## config.mk

```make
export PLATFORM = sky130hd
export DESIGN_NAME = hostport_ctl
export DESIGN_NICKNAME = d
export VERILOG_FILES = /design/src/rtl/hp_pkg.sv /design/src/rtl/hp_rst_sync.sv /design/src/rtl/hp_ctrl_reg.sv /design/src/rtl/hp_irq_gen.sv /design/src/rtl/hp_flag_mirror.sv /design/src/rtl/hostport_ctl.sv
export SDC_FILE = /design/constraint.sdc
export NUM_CORES = 1
export LEC_CHECK = 0
export BUFFER_PORTS_ARGS = -buffer_cell sky130_fd_sc_hd__buf_4
export CAP_MARGIN = 30
export CORE_MARGIN = 5
export CORE_UTILIZATION = 44
export DETAILED_ROUTE_END_ITERATION = 6
export GPL_ROUTABILITY_DRIVEN = 0
export PLACE_DENSITY_LB_ADDON = 0.12
export SYNTH_ARGS = -nofsm -noshare
export SYNTH_HDL_FRONTEND = slang
export SYNTH_HIERARCHICAL = 1
export SYNTH_SLANG_ARGS = --single-unit
```

## constraint.sdc

```tcl
create_clock -name clk -period 1.75 [get_ports clk]
set_input_delay 0.0875 -clock clk [delete_from_list [all_inputs] [get_ports clk]]
set_output_delay 0.0875 -clock clk [all_outputs]
set_load 0.05 [all_outputs]
```

## src/rtl/hp_pkg.sv

```systemverilog
package hp_pkg;
  localparam int CTRL_W    = 8;
  localparam int NSRC      = 3;
  localparam int NFLAG     = 3;
  localparam int VEC_W     = 7;
  localparam int B_EN_CMD  = 0;
  localparam int B_EN_TX   = 1;
  localparam int B_EN_RX   = 2;
  localparam int B_FLAG_LO = 3;
  localparam int B_HINT    = 6;
  localparam logic [CTRL_W-1:0] CTRL_MASK = 8'h7F;
endpackage

```

## src/rtl/hp_rst_sync.sv

```systemverilog
module hp_rst_sync #(
  parameter int STAGES = 2
) (
  input  logic clk,
  input  logic rst_n,
  output logic arst_n
);
  logic [STAGES-1:0] sync_q;
  logic [STAGES-1:0] sync_d;

  always_comb sync_d = {sync_q[STAGES-2:0], 1'b1};

  always_ff @(posedge clk or negedge rst_n) begin
    if (!rst_n) sync_q <= '0;
    else        sync_q <= sync_d;
  end

  assign arst_n = sync_q[STAGES-1];
endmodule

```

## src/rtl/hp_ctrl_reg.sv

```systemverilog
module hp_ctrl_reg #(
  parameter int                W    = 8,
  parameter logic [W-1:0]      MASK = '1
) (
  input  logic         clk,
  input  logic         arst_n,
  input  logic         sw_rst,
  input  logic         wr,
  input  logic [W-1:0] wdata,
  output logic [W-1:0] q
);
  logic [W-1:0] q_d;
  logic         q_en;

  always_comb begin
    q_en = sw_rst | wr;
    if (sw_rst) q_d = '0;
    else        q_d = wdata & MASK;
  end

  always_ff @(posedge clk or negedge arst_n) begin
    if (!arst_n)   q <= '0;
    else if (q_en) q <= q_d;
  end
endmodule

```

## src/rtl/hp_irq_gen.sv

```systemverilog
module hp_irq_gen #(
  parameter int NSRC  = 3,
  parameter int VEC_W = 7,
  parameter int NMI_SRC = 0
) (
  input  logic             clk,
  input  logic             arst_n,
  input  logic             sw_rst,
  input  logic [NSRC-1:0]  en,
  input  logic [NSRC-1:0]  status,
  input  logic             nmi,
  input  logic [VEC_W-1:0] vec_in,
  output logic [NSRC-1:0]  req,
  output logic [VEC_W-1:0] vec_out
);
  logic [NSRC-1:0]  req_d;
  logic [VEC_W-1:0] vec_d;

  for (genvar i = 0; i < NSRC; i++) begin : g_src
    if (i == NMI_SRC) begin : g_nmi
      always_comb req_d[i] = !sw_rst && status[i] && (en[i] || nmi);
    end else begin : g_plain
      always_comb req_d[i] = !sw_rst && status[i] && en[i];
    end
  end

  always_comb vec_d = req_d[NMI_SRC] ? vec_in : '0;

  always_ff @(posedge clk or negedge arst_n) begin
    if (!arst_n) begin
      req     <= '0;
      vec_out <= '0;
    end else begin
      req     <= req_d;
      vec_out <= vec_d;
    end
  end
endmodule

```

## src/rtl/hp_flag_mirror.sv

```systemverilog
module hp_flag_mirror #(
  parameter int NF = 3
) (
  input  logic          clk,
  input  logic          arst_n,
  input  logic [NF-1:0] din,
  output logic [NF-1:0] dout
);
  logic [NF-1:0] dout_d;

  always_comb dout_d = din;

  always_ff @(posedge clk or negedge arst_n) begin
    if (!arst_n) dout <= '0;
    else         dout <= dout_d;
  end
endmodule

```

## src/rtl/hostport_ctl.sv

```systemverilog
module hostport_ctl
  import hp_pkg::*;
(
  input  logic             clk,
  input  logic             rst_n,
  input  logic             sw_rst,
  input  logic             reg_wr,
  input  logic [CTRL_W-1:0] reg_wdata,
  output logic [CTRL_W-1:0] reg_rdata,
  input  logic             cmd_pending,
  input  logic             host_nmi,
  input  logic [VEC_W-1:0] host_vec,
  input  logic             tx_req,
  input  logic             rx_req,
  input  logic [NFLAG-1:0] flags_from_host,
  output logic [NFLAG-1:0] flags_to_core,
  output logic [NFLAG-1:0] flags_to_host,
  output logic             irq_cmd,
  output logic [VEC_W-1:0] irq_cmd_vec,
  output logic             irq_tx,
  output logic             irq_rx,
  output logic             hint_oe,
  output logic             hint_do
);
  logic              arst_n;
  logic [CTRL_W-1:0] ctrl_q;
  logic [NSRC-1:0]   en_v;
  logic [NSRC-1:0]   stat_v;
  logic [NSRC-1:0]   req_v;

  hp_rst_sync #(.STAGES(2)) u_rst (
    .clk(clk), .rst_n(rst_n), .arst_n(arst_n)
  );

  hp_ctrl_reg #(.W(CTRL_W), .MASK(CTRL_MASK)) u_reg (
    .clk(clk), .arst_n(arst_n), .sw_rst(sw_rst),
    .wr(reg_wr), .wdata(reg_wdata), .q(ctrl_q)
  );

  always_comb begin
    en_v[B_EN_CMD] = ctrl_q[B_EN_CMD];
    en_v[B_EN_TX]  = ctrl_q[B_EN_TX];
    en_v[B_EN_RX]  = ctrl_q[B_EN_RX];
    stat_v         = {rx_req, tx_req, cmd_pending};
  end

  hp_irq_gen #(.NSRC(NSRC), .VEC_W(VEC_W), .NMI_SRC(B_EN_CMD)) u_irq (
    .clk(clk), .arst_n(arst_n), .sw_rst(sw_rst),
    .en(en_v), .status(stat_v), .nmi(host_nmi), .vec_in(host_vec),
    .req(req_v), .vec_out(irq_cmd_vec)
  );

  hp_flag_mirror #(.NF(NFLAG)) u_flag (
    .clk(clk), .arst_n(arst_n), .din(flags_from_host), .dout(flags_to_core)
  );

  assign reg_rdata     = ctrl_q;
  assign irq_cmd       = req_v[B_EN_CMD];
  assign irq_tx        = req_v[B_EN_TX];
  assign irq_rx        = req_v[B_EN_RX];
  assign flags_to_host = ctrl_q[B_FLAG_LO +: NFLAG];
  assign hint_oe       = ctrl_q[B_HINT];
  assign hint_do       = 1'b0;
endmodule

```

==> results of run 1 <==
-- cell usage after synthesis --
cell / count
and4bb_2: 7
buf_4: 6
buf_6: 1
clkbuf_2: 1
conb_1: 3
dfrtp_1: 22
mux2i_1: 7
nand2_1: 2
nor2_1: 9
nor2_4: 1
nor3b_1: 1
-- placed cells by master, fill, tap and decap left out --
master | Yosys | routed
buf_4 | 6 | 48
dfrtp_1 | 22 | 22
nor2_4 | 1 | 1
conb_1 | 3 | 3
dlygate4sd3_1 | 0 | 6
nor2_1 | 9 | 9
clkbuf_4 | 0 | 3
and4bb_2 | 7 | 7
nor3b_1 | 1 | 1
mux2i_1 | 7 | 7
nand2_1 | 2 | 2
-- state kept, by name (all words and copies together) (netlist names) --
| signal | cells |
|---|---|
| u_rst/sync_q | 2 |
| u_irq/vec_out | 7 |
| u_irq/req | 3 |
| u_flag/dout | 3 |
| u_reg/q | 7 |
-- kinds of logic (layout without fill, tap and decap cells) --
family                 Yosys count  in the layout  share of synthesized area
and+or+nand+nor                 20             20                      0.176
buffers and inverters            8             57                     0.0729
muxes                            7              7                     0.0833
other                            3              3                     0.0134
DFF                             22             22                      0.655
-- stage by stage --
| step | std cells | cell area, um2 | hold WS, ps | setup WS (ps) | util |
|---|---|---|---|---|---|
| global route | 134 | 1250 | 18.2 | 664 | 0.711 |
| CTS | 132 | 1230 | 3.50 | 700 | 0.699 |
| global placement | 125 | 1170 | -130 | 811 | 0.664 |
| detailed placement | 125 | 1170 | -129 | 800 | 0.664 |
| finish | 134 | 1250 | 35.9 | 713 | 0.711 |
| floorplan | 60 | 841 | -208 | 615 | - |
-- path summary, 6_finish.rpt --
kind                       slack (ps)            start  cells after the start          endpoint
hold reg to reg                   310  u_rst/sync_q[1]                      0    u_flag/dout[0]
min in group asynchronous         100            rst_n                      2   u_rst/sync_q[1]
setup / recovery                  710       u_reg/q[0]                      1      reg_rdata[0]
setup reg to reg                  780       u_reg/q[0]                      2  u_irq/vec_out[0]
max in group asynchronous         960  u_rst/sync_q[1]                      0        u_reg/q[3]
hold / removal                     40     reg_wdata[6]                      3        u_reg/q[6]
-- final cells by class --
| type | instances | area (um2) | area share |
|---|---|---|---|
| multi-input cells | 30 | 229 | 0.183 |
| flip-flops and latches | 22 | 551 | 0.439 |
| clock buffers | 3 | 22.5 | 0.0180 |
| well taps | 25 | 31.3 | 0.0250 |
| repair buffers | 54 | 420 | 0.335 |
-- power by group through the flow --
stage / Combinational [W] / Sequential, W / Clock, W
floorplan: 0.0000748 / 0.000628 / 0
global placement: 0.000224 / 0.000559 / 0
detailed placement: 0.000226 / 0.000560 / 0
CTS: 0.000234 / 0.000550 / 0.000225
global route: 0.000248 / 0.000554 / 0.000249
finish: 0.000235 / 0.000549 / 0.000219
-- layer usage --
metal / part of all wire / global-route usage / up-vias / wire, um
met3: 0.093 / 0.0388 / 2 / 166
met5: 0 / 0 / - / 0
met2: 0.55 / 0.260 / 26 / 979
met1: 0.36 / 0.149 / 300 / 639
met4: 0.0045 / 0.0511 / 0 / 8
li1: - / - / 288 / -
-- repair_timing --
item / 4_1_cts / 5_1_grt
hold buffers: 4 / 2
resized for setup: 0 / 0
setup buffers: 0 / 0
hold endpoints to repair: 5 / 2
setup endpoints to repair: 0 / 0
==> run summary, run 1 <==
CP max-delay cell: dfrtp_1
Post-Syn Area per Cell: 14.0 um2
fin crit period: 1040 ps
share of cells above drive strength 1: 0.541
Worst Clk Skew: 5.69 ps
worst vdd ir: 0.505 mV
CTS Buf Count: 3
Gate Count Post-Synth: 60
Setup TNS: 0 ps
Final Power: 0.00100 W
Final ANT Viol Nets: 0
MaxCap Viol Count: 0
final hold violation count: 0
Clock transition at path regs: 110 ps
# fillers: 141
GRT overflow: 0
crit-path leading delay family: flip-flops
Clk network pwr share: 0.219
Initial DRC Count: 6
Crit Path Category: reg2out
Final Net Count: 137
relative slew slack: 0.493
Logic pwr share: 0.235
Worst Path Buf+Inv: 1
cell-by-cell trace of the critical path: buf_4
Final setup viols: 0
row count: 15
worst path arrival time: 950 ps
RSZ-0062 raised after global routing: no
top cells by area, synth: dfrtp_1 65%, and4bb_2 10%, mux2i_1 8.3%, buf_4 5.4%, nor2_1 4.0%
fin crit share: 0.592
startpoint types: register
Crit Path Max Fanout: 3
ant diodes: 0
post-synthesis cell type count: 11
post-DR vias/cell: 4.60
Yosys top cell by area: dfrtp_1
syn nets: 86
DR vias: 616
actual slew at the worst max-slew pin: 761 ps
pin count of the biggest net entering global routing: 21
Die ar.: 0.00289 mm2
clock root cell: clkbuf_4
post-synthesis cell area: 841 um2
slowest cell delay on critical path: 430 ps
outcome: finished, final reports clean
starting density of the core: 0.477
top cell type's share of synthesized area: 0.655
Seq pwr share: 0.547
First-pass DRT Iterations: 3
Area Growth Syn to Fin: 49.1%
DIE HEIGHT: 53.7 um
sequential element share of the synthesized area: 0.655
TritonCTS clock tree: yes
I/O Buffers: 48
vias in the first global route: 672
Switch Pwr: 0.000300 W
first-pass GRT wire length: 2.89 mm
total clock sinks: 22
Routed WL: 1.79 mm
endpoint class of the critical path: primary output
# DRC: 0
clock buffer depth: 2
P_leak: 0.669 nW
switching share of power: 0.299
GR Util All Layers: 0.140
Hold Crit Class: in2reg
synthesized flop and latch total: 22
Die W: 53.7 um
insertion delay to the later sink of the worst-skew pair: 300 ps
Req. time, crit path: 1660 ps
internal power: 0.000704 W
H-tree levels: 1
PD cells: 800 mW/mm2
Avg WL per Cell: 13.4 um
Final Slew Violations: 0
# IOs: 52
antenna violations before repair: 0
Core Box Area: 0.00176 mm2
synth warn: 6
fmax: 965 MHz
(Power assumes the default switching activity.)
==> run 2, diff against run 1 <==
--- a/config.mk
+++ b/config.mk
@@ -8,7 +8,7 @@
 export BUFFER_PORTS_ARGS = -buffer_cell sky130_fd_sc_hd__buf_4
 export CAP_MARGIN = 30
 export CORE_MARGIN = 5
-export CORE_UTILIZATION = 44
+export CORE_UTILIZATION = 41
 export DETAILED_ROUTE_END_ITERATION = 6
 export GPL_ROUTABILITY_DRIVEN = 0
 export PLACE_DENSITY_LB_ADDON = 0.12
==> constraint.sdc (replaced) <==
create_clock -name clk -period 1.1 [get_ports clk]
set_input_delay 0.055 -clock clk [delete_from_list [all_inputs] [get_ports clk]]
set_output_delay 0.055 -clock clk [all_outputs]
set_load 0.05 [all_outputs]
==> run 2 against run 1 <==
Worst setup slack got worse by 610 ps. Sequential share of layout area shrank 3.0 points. Power up 69%. Count of clock-buffer cells in the layout is 1 higher. Combinational power rose by 74%. Critical path type unchanged. Highest routed layer unchanged.
==> run summary, run 2 (synthesis gave the netlist of run 1 again) <==
outcome: finished, final reports clean
Routed WL: 1.80 mm (+0.33%)
Area Growth Syn to Fin: 60.4%
Worst Clk Skew: 6.07 ps (+0.380 ps)
Core Box Area: 0.00196 mm2 (+11%)
fmax: 1000 MHz
# IOs: 52 (unchanged)
PD cells: 1260 mW/mm2 (+57%)
Crit Path Category: reg2out
Final Slew Violations: 0 (unchanged)
CTS resizes: 0 (unchanged)
# DRC: 0 (unchanged)
startpoint types: register
Die ar.: 0.00306 mm2 (+5.9%)
endpoint class of the critical path: primary output
DIE HEIGHT: 55.3 um (+2.9%)
Crit Path Max Fanout: 3 (unchanged)
Stages on worst setup path: 1 (unchanged)
worst reg2reg path depth: 2 (unchanged)
hpwl dp: 1.28 mm
Clock transition at path regs: 110 ps (about the same)
worst r2r src: u_reg/q[0]
TritonCTS clock tree: yes
flop-to-flop setup slack: 120 ps (-660 ps)
Worst Path Buf+Inv: 1 (unchanged)
slowest cell delay on critical path: 450 ps (+20 ps)
P_leak: 0.709 nW (+5.9%)
final hold violation count: 0 (unchanged)
Post-CTS Setup Inserts: 0 (unchanged)
most frequent cells in the layout: 49 x buf_4, 21 x dfrtp_1, 13 x dlygate4sd3_1
worst hold slack: 30.5 ps (-5.35 ps)
pin count of the biggest net entering global routing: 21 (unchanged)
first-pass GRT wire length: 2.99 mm (+3.3%)
storage element area: 552 um2 (+0.23%)
First-pass DRT Iterations: 2 (-1)
Initial DRC Count: 4 (-2)
clock buffer depth: 2 (unchanged)
Post-CTS Hold Buffers: 13 (+9)
most common cell after layout, fill and taps aside: buf_4
clock root cell: clkbuf_4
Final Net Count: 145 (+5.8%)
Hold Crit Class: in2reg
worst vdd ir: 0.973 mV (+93%)
Req. time, crit path: 1040 ps (-620 ps)
GR Util All Layers: 0.126 (-0.0144)
vias in the first global route: 696 (+3.6%)
row count: 16 (+1)
crit-path leading delay family: flip-flops
worst path arrival time: 940 ps (about the same)
I/O Buffers: 48 (unchanged)
H-tree levels: 1 (unchanged)
CTS Buf Count: 3 (unchanged)
Die W: 55.3 um (+2.9%)
fin crit period: 997 ps
# fillers: 173 (+23%)
DR vias: 638 (+3.6%)
Worst Setup EP: reg_rdata[0]
total clock sinks: 22 (unchanged)
area of the multi-input gates: 229 um2 (unchanged)
worst slack, placed: 144 ps (-656 ps)
Final ANT Viol Nets: 0 (unchanged)
insertion delay to the later sink of the worst-skew pair: 300 ps (about the same)
cell-by-cell trace of the critical path: buf_4
GRT overflow: 0 (unchanged)
Avg WL per Cell: 12.4 um (-7.3%)
fin crit share: 0.906
MaxCap Viol Count: 0 (unchanged)
largest registers: u_irq/vec_out: 7 flops, u_reg/q: 7 flops
post-DR vias/cell: 4.40 (-4.3%)
Final setup viols: 0 (unchanged)
starting density of the core: 0.429 (-0.0480)
CP max-delay cell: dfrtp_2
crit path launch: u_reg/q[0]
RSZ-0062 raised after global routing: no
r2r endpoint: u_irq/vec_out[5]
Setup TNS: 0 ps (unchanged)
Setup WS post-layout: 103 ps (-610 ps)
ant diodes: 0 (unchanged)
antenna violations before repair: 0 (unchanged)
share of cells above drive strength 1: 0.525 (-0.0159)
-- run 2: routing by layer --
layer	share of wire	routed length (um)	global-route usage	vias up
met5	0	0	0	-
met4	0.019	34	0.0833	0
met3	0.079	142	0.0466	4
met2	0.55	993	0.215	23
met1	0.35	631	0.127	308
li1	-	-	-	303
-- run 2: how the worst min path moves through the flow --
stage | startpoint | slack (ps) | cells past startpoint | endpoint
2_1_floorplan | rst_n | -240 | 0 | u_rst/sync_q[0]
6_report | sw_rst | 30 | 2 | u_irq/req[2]
3_5_place_dp | rst_n | -160 | 1 | u_rst/sync_q[0]
4_1_cts | sw_rst | 10 | 2 | u_irq/req[2]
3_3_place_gp | rst_n | -160 | 1 | u_rst/sync_q[1]
5_1_grt | sw_rst | 20 | 2 | u_reg/q[0]
-- run 2: final cells by class --
| class | instances | area share |
|---|---|---|
| sequential | 22 | 0.409 |
| timing repair buffer | 62 | 0.369 |
| multi-input combinational | 30 | 0.170 |
| clock buffer | 4 | 0.0269 |
| tap | 27 | 0.0250 |
-- run 2: power breakdown --
part / internal, W / total [W] / leakage, nW / switching, W
logic: 0.000168 / 0.000410 / 0.401 / 0.000242
clock network: 0.000202 / 0.000423 / 0.0210 / 0.000221
registers: 0.000844 / 0.000861 / 0.286 / 0.0000175
total: 0.00121 / 0.00169 / 0.709 / 0.000481
-- run 2: per-stage QoR --
stage,cells,total power [W],area [um2],utilization
2_1_floorplan,60,0.00112,842,-
3_3_place_gp,128,0.00125,1180,0.603
3_5_place_dp,128,0.00125,1180,0.603
4_1_cts,145,0.00172,1350,0.688
5_1_grt,145,0.00179,1350,0.688
6_report,145,0.00169,1350,0.688
==> run 3, diff against run 2 <==
--- a/config.mk
+++ b/config.mk
@@ -7,8 +7,11 @@
 export LEC_CHECK = 0
 export BUFFER_PORTS_ARGS = -buffer_cell sky130_fd_sc_hd__buf_4
 export CAP_MARGIN = 30
+export CELL_PAD_IN_SITES_DETAIL_PLACEMENT = 1
+export CELL_PAD_IN_SITES_GLOBAL_PLACEMENT = 1
 export CORE_MARGIN = 5
-export CORE_UTILIZATION = 41
+export CORE_UTILIZATION = 32
+export CTS_BUF_LIST = sky130_fd_sc_hd__clkbuf_4 sky130_fd_sc_hd__clkbuf_8
 export DETAILED_ROUTE_END_ITERATION = 6
 export GPL_ROUTABILITY_DRIVEN = 0
 export PLACE_DENSITY_LB_ADDON = 0.12
==> run 3 against run 2 <==
Sequential cell count unchanged. Utilization decreased by 15 points. Count of clock-buffer cells in the layout unchanged. First-iteration DRC count grew 130%. Sequential power about the same. Hold slack worse by 20 ps. Critical endpoint unchanged. Highest routed layer unchanged.
==> run summary, run 3 (synthesis gave the netlist of run 1 again) <==
Req. time, crit path: 1040 ps (about the same)
GRT overflow: 0 (unchanged)
I/O Buffers: 48 (unchanged)
First-pass DRT Iterations: 2 (unchanged)
most frequent cells in the layout: 50 x buf_4, 21 x dfrtp_1, 11 x dlygate4sd3_1
Clock transition at path regs: 120 ps (about the same)
DIE HEIGHT: 61.3 um (+11%)
hold path depth: 3 (+1)
row count: 18 (+2)
fin crit period: 1000 ps (+4.35 ps)
insertion delay to the later sink of the worst-skew pair: 300 ps (about the same)
Post-CTS Setup Inserts: 0 (unchanged)
Clk network pwr share: 0.236 (-0.014)
CP max-delay cell: dfrtp_2
ant diodes: 0 (unchanged)
clock buffer depth: 2 (unchanged)
post-DR vias/cell: 4.44 (+0.96%)
Final ANT Viol Nets: 0 (unchanged)
endpoint class of the critical path: primary output
Initial DRC Count: 9 (+5)
final hold violation count: 0 (unchanged)
H-tree levels: 1 (unchanged)
starting density of the core: 0.336 (-0.0922)
worst r2r src: u_reg/q[0]
slowest cell delay on critical path: 450 ps (about the same)
GR Util All Layers: 0.121 (-0.00447)
Worst Clk Skew: 7.96 ps (+1.88 ps)
most common cell after layout, fill and taps aside: buf_4
worst path arrival time: 950 ps (about the same)
pin count of the biggest net entering global routing: 18 (-14%)
RSZ-0062 raised after global routing: no
Die W: 61.3 um (+11%)
MaxCap Viol Count: 0 (unchanged)
clock root cell: clkbuf_4
fin crit share: 0.910 (+0.00395)
Final Net Count: 144 (-0.69%)
worst hold slack: 11.0 ps (-19.5 ps)
Switch Pwr: 0.000490 W (+1.9%)
Routed WL: 2.14 mm (+19%)
antenna violations before repair: 0 (unchanged)
worst hold endpoint: u_reg/q[0]
Area Growth Syn to Fin: 58.6%
TritonCTS clock tree: yes
cell-by-cell trace of the critical path: buf_4
Crit Path Max Fanout: 3 (unchanged)
total clock sinks: 22 (unchanged)
vias in the first global route: 707 (+1.6%)
worst vdd ir: 0.793 mV (-18%)
Final Slew Violations: 0 (unchanged)
worst reg2reg path depth: 2 (unchanged)
DR vias: 653 (+2.4%)
switching share of power: 0.294 (+0.0103)
Crit Path Category: reg2out
Setup TNS: 0 ps (unchanged)
Logic pwr share: 0.246 (+0.004)
r2r endpoint: u_irq/vec_out[1]
P_leak: 0.703 nW (-0.87%)
# DRC: 0 (unchanged)
internal power: 0.00118 W (-3.1%)
flop-to-flop setup slack: 120 ps (about the same)
Avg WL per Cell: 14.6 um (+17%)
min-delay src: reg_wdata[0]
first-pass GRT wire length: 3.24 mm (+8.3%)
crit-path leading delay family: flip-flops
share of cells above drive strength 1: 0.538 (+0.0130)
largest registers: u_irq/vec_out: 7 flops, u_reg/q: 7 flops
CTS resizes: 0 (unchanged)
Die ar.: 0.00375 mm2 (+23%)
Final setup viols: 0 (unchanged)
startpoint types: register
# IOs: 52 (unchanged)
PD cells: 1250 mW/mm2 (-0.61%)
Worst Path Buf+Inv: 1 (unchanged)
fmax: 999 MHz (-0.43%)
CTS Buf Count: 3 (unchanged)
Seq pwr share: 0.518 (+0.010)
outcome: finished, final reports clean
Final Power: 0.00167 W (-1.7%)
Core Box Area: 0.00250 mm2 (+27%)
Hold Crit Class: in2reg
run 3: cell count changes in the layout (fill, tap and decap cells not counted):
cell	previous run	this run
dlygate4sd3_1	13	11
buf_4	49	50
clkbuf_4	3	4
clkbuf_8	1	0
run 3: area by class of cell:
cell class	count	area (um2)
Sequential cell	22	552
Multi-Input combinational cell	30	229
Clock buffer	4	30.0
Tap cell	30	37.5
Fill cell	283	1170
Timing Repair Buffer	61	485
run 3: timing repair:
| item | 4_1_cts | 5_1_grt |
|---|---|---|
| endpoints found under the setup margin | 0 | 0 |
| hold buffers | 11 | 0 |
| endpoints found under the hold margin | 12 | 0 |
run 3: routing by layer:
metal	track usage	part of all wire	vias to the layer above
met5	0	0	-
met1	0.125	0.33	325
met2	0.237	0.58	22
li1	-	-	304
met3	0.0231	0.077	2
met4	0.0464	0.0070	0
run 3: how the worst max path moves through the flow:
stage	from	to	slack, ps	cells after the start
after floorplan	u_reg/q[0]	u_irq/vec_out[0]	70	2
after global placement	u_reg/q[0]	u_irq/vec_out[2]	160	2
after detailed placement	u_reg/q[0]	u_irq/vec_out[4]	130	2
after CTS	u_reg/q[0]	reg_rdata[0]	80	1
after global routing	u_reg/q[0]	reg_rdata[0]	50	1
final	u_reg/q[0]	reg_rdata[0]	100	1
run 3: stage by stage:
stage	worst slack, ps	utilization	instances	instance area (um2)
floorplan	74.9	-	60	842
global placement	163	0.477	132	1190
detailed placement	134	0.477	132	1190
CTS	76.0	0.534	147	1330
global route	50.5	0.534	147	1330
finish	98.9	0.534	147	1330
run 3: power groups by stage:
stage          Combinational [W]  Clock [W]  Sequential (W)
2_1_floorplan           0.000119          0        0.000999
3_3_place_gp            0.000378          0        0.000876
3_5_place_dp            0.000383          0        0.000879
4_1_cts                 0.000414   0.000420        0.000863
5_1_grt                 0.000434   0.000453        0.000868
6_report                0.000409   0.000393        0.000863
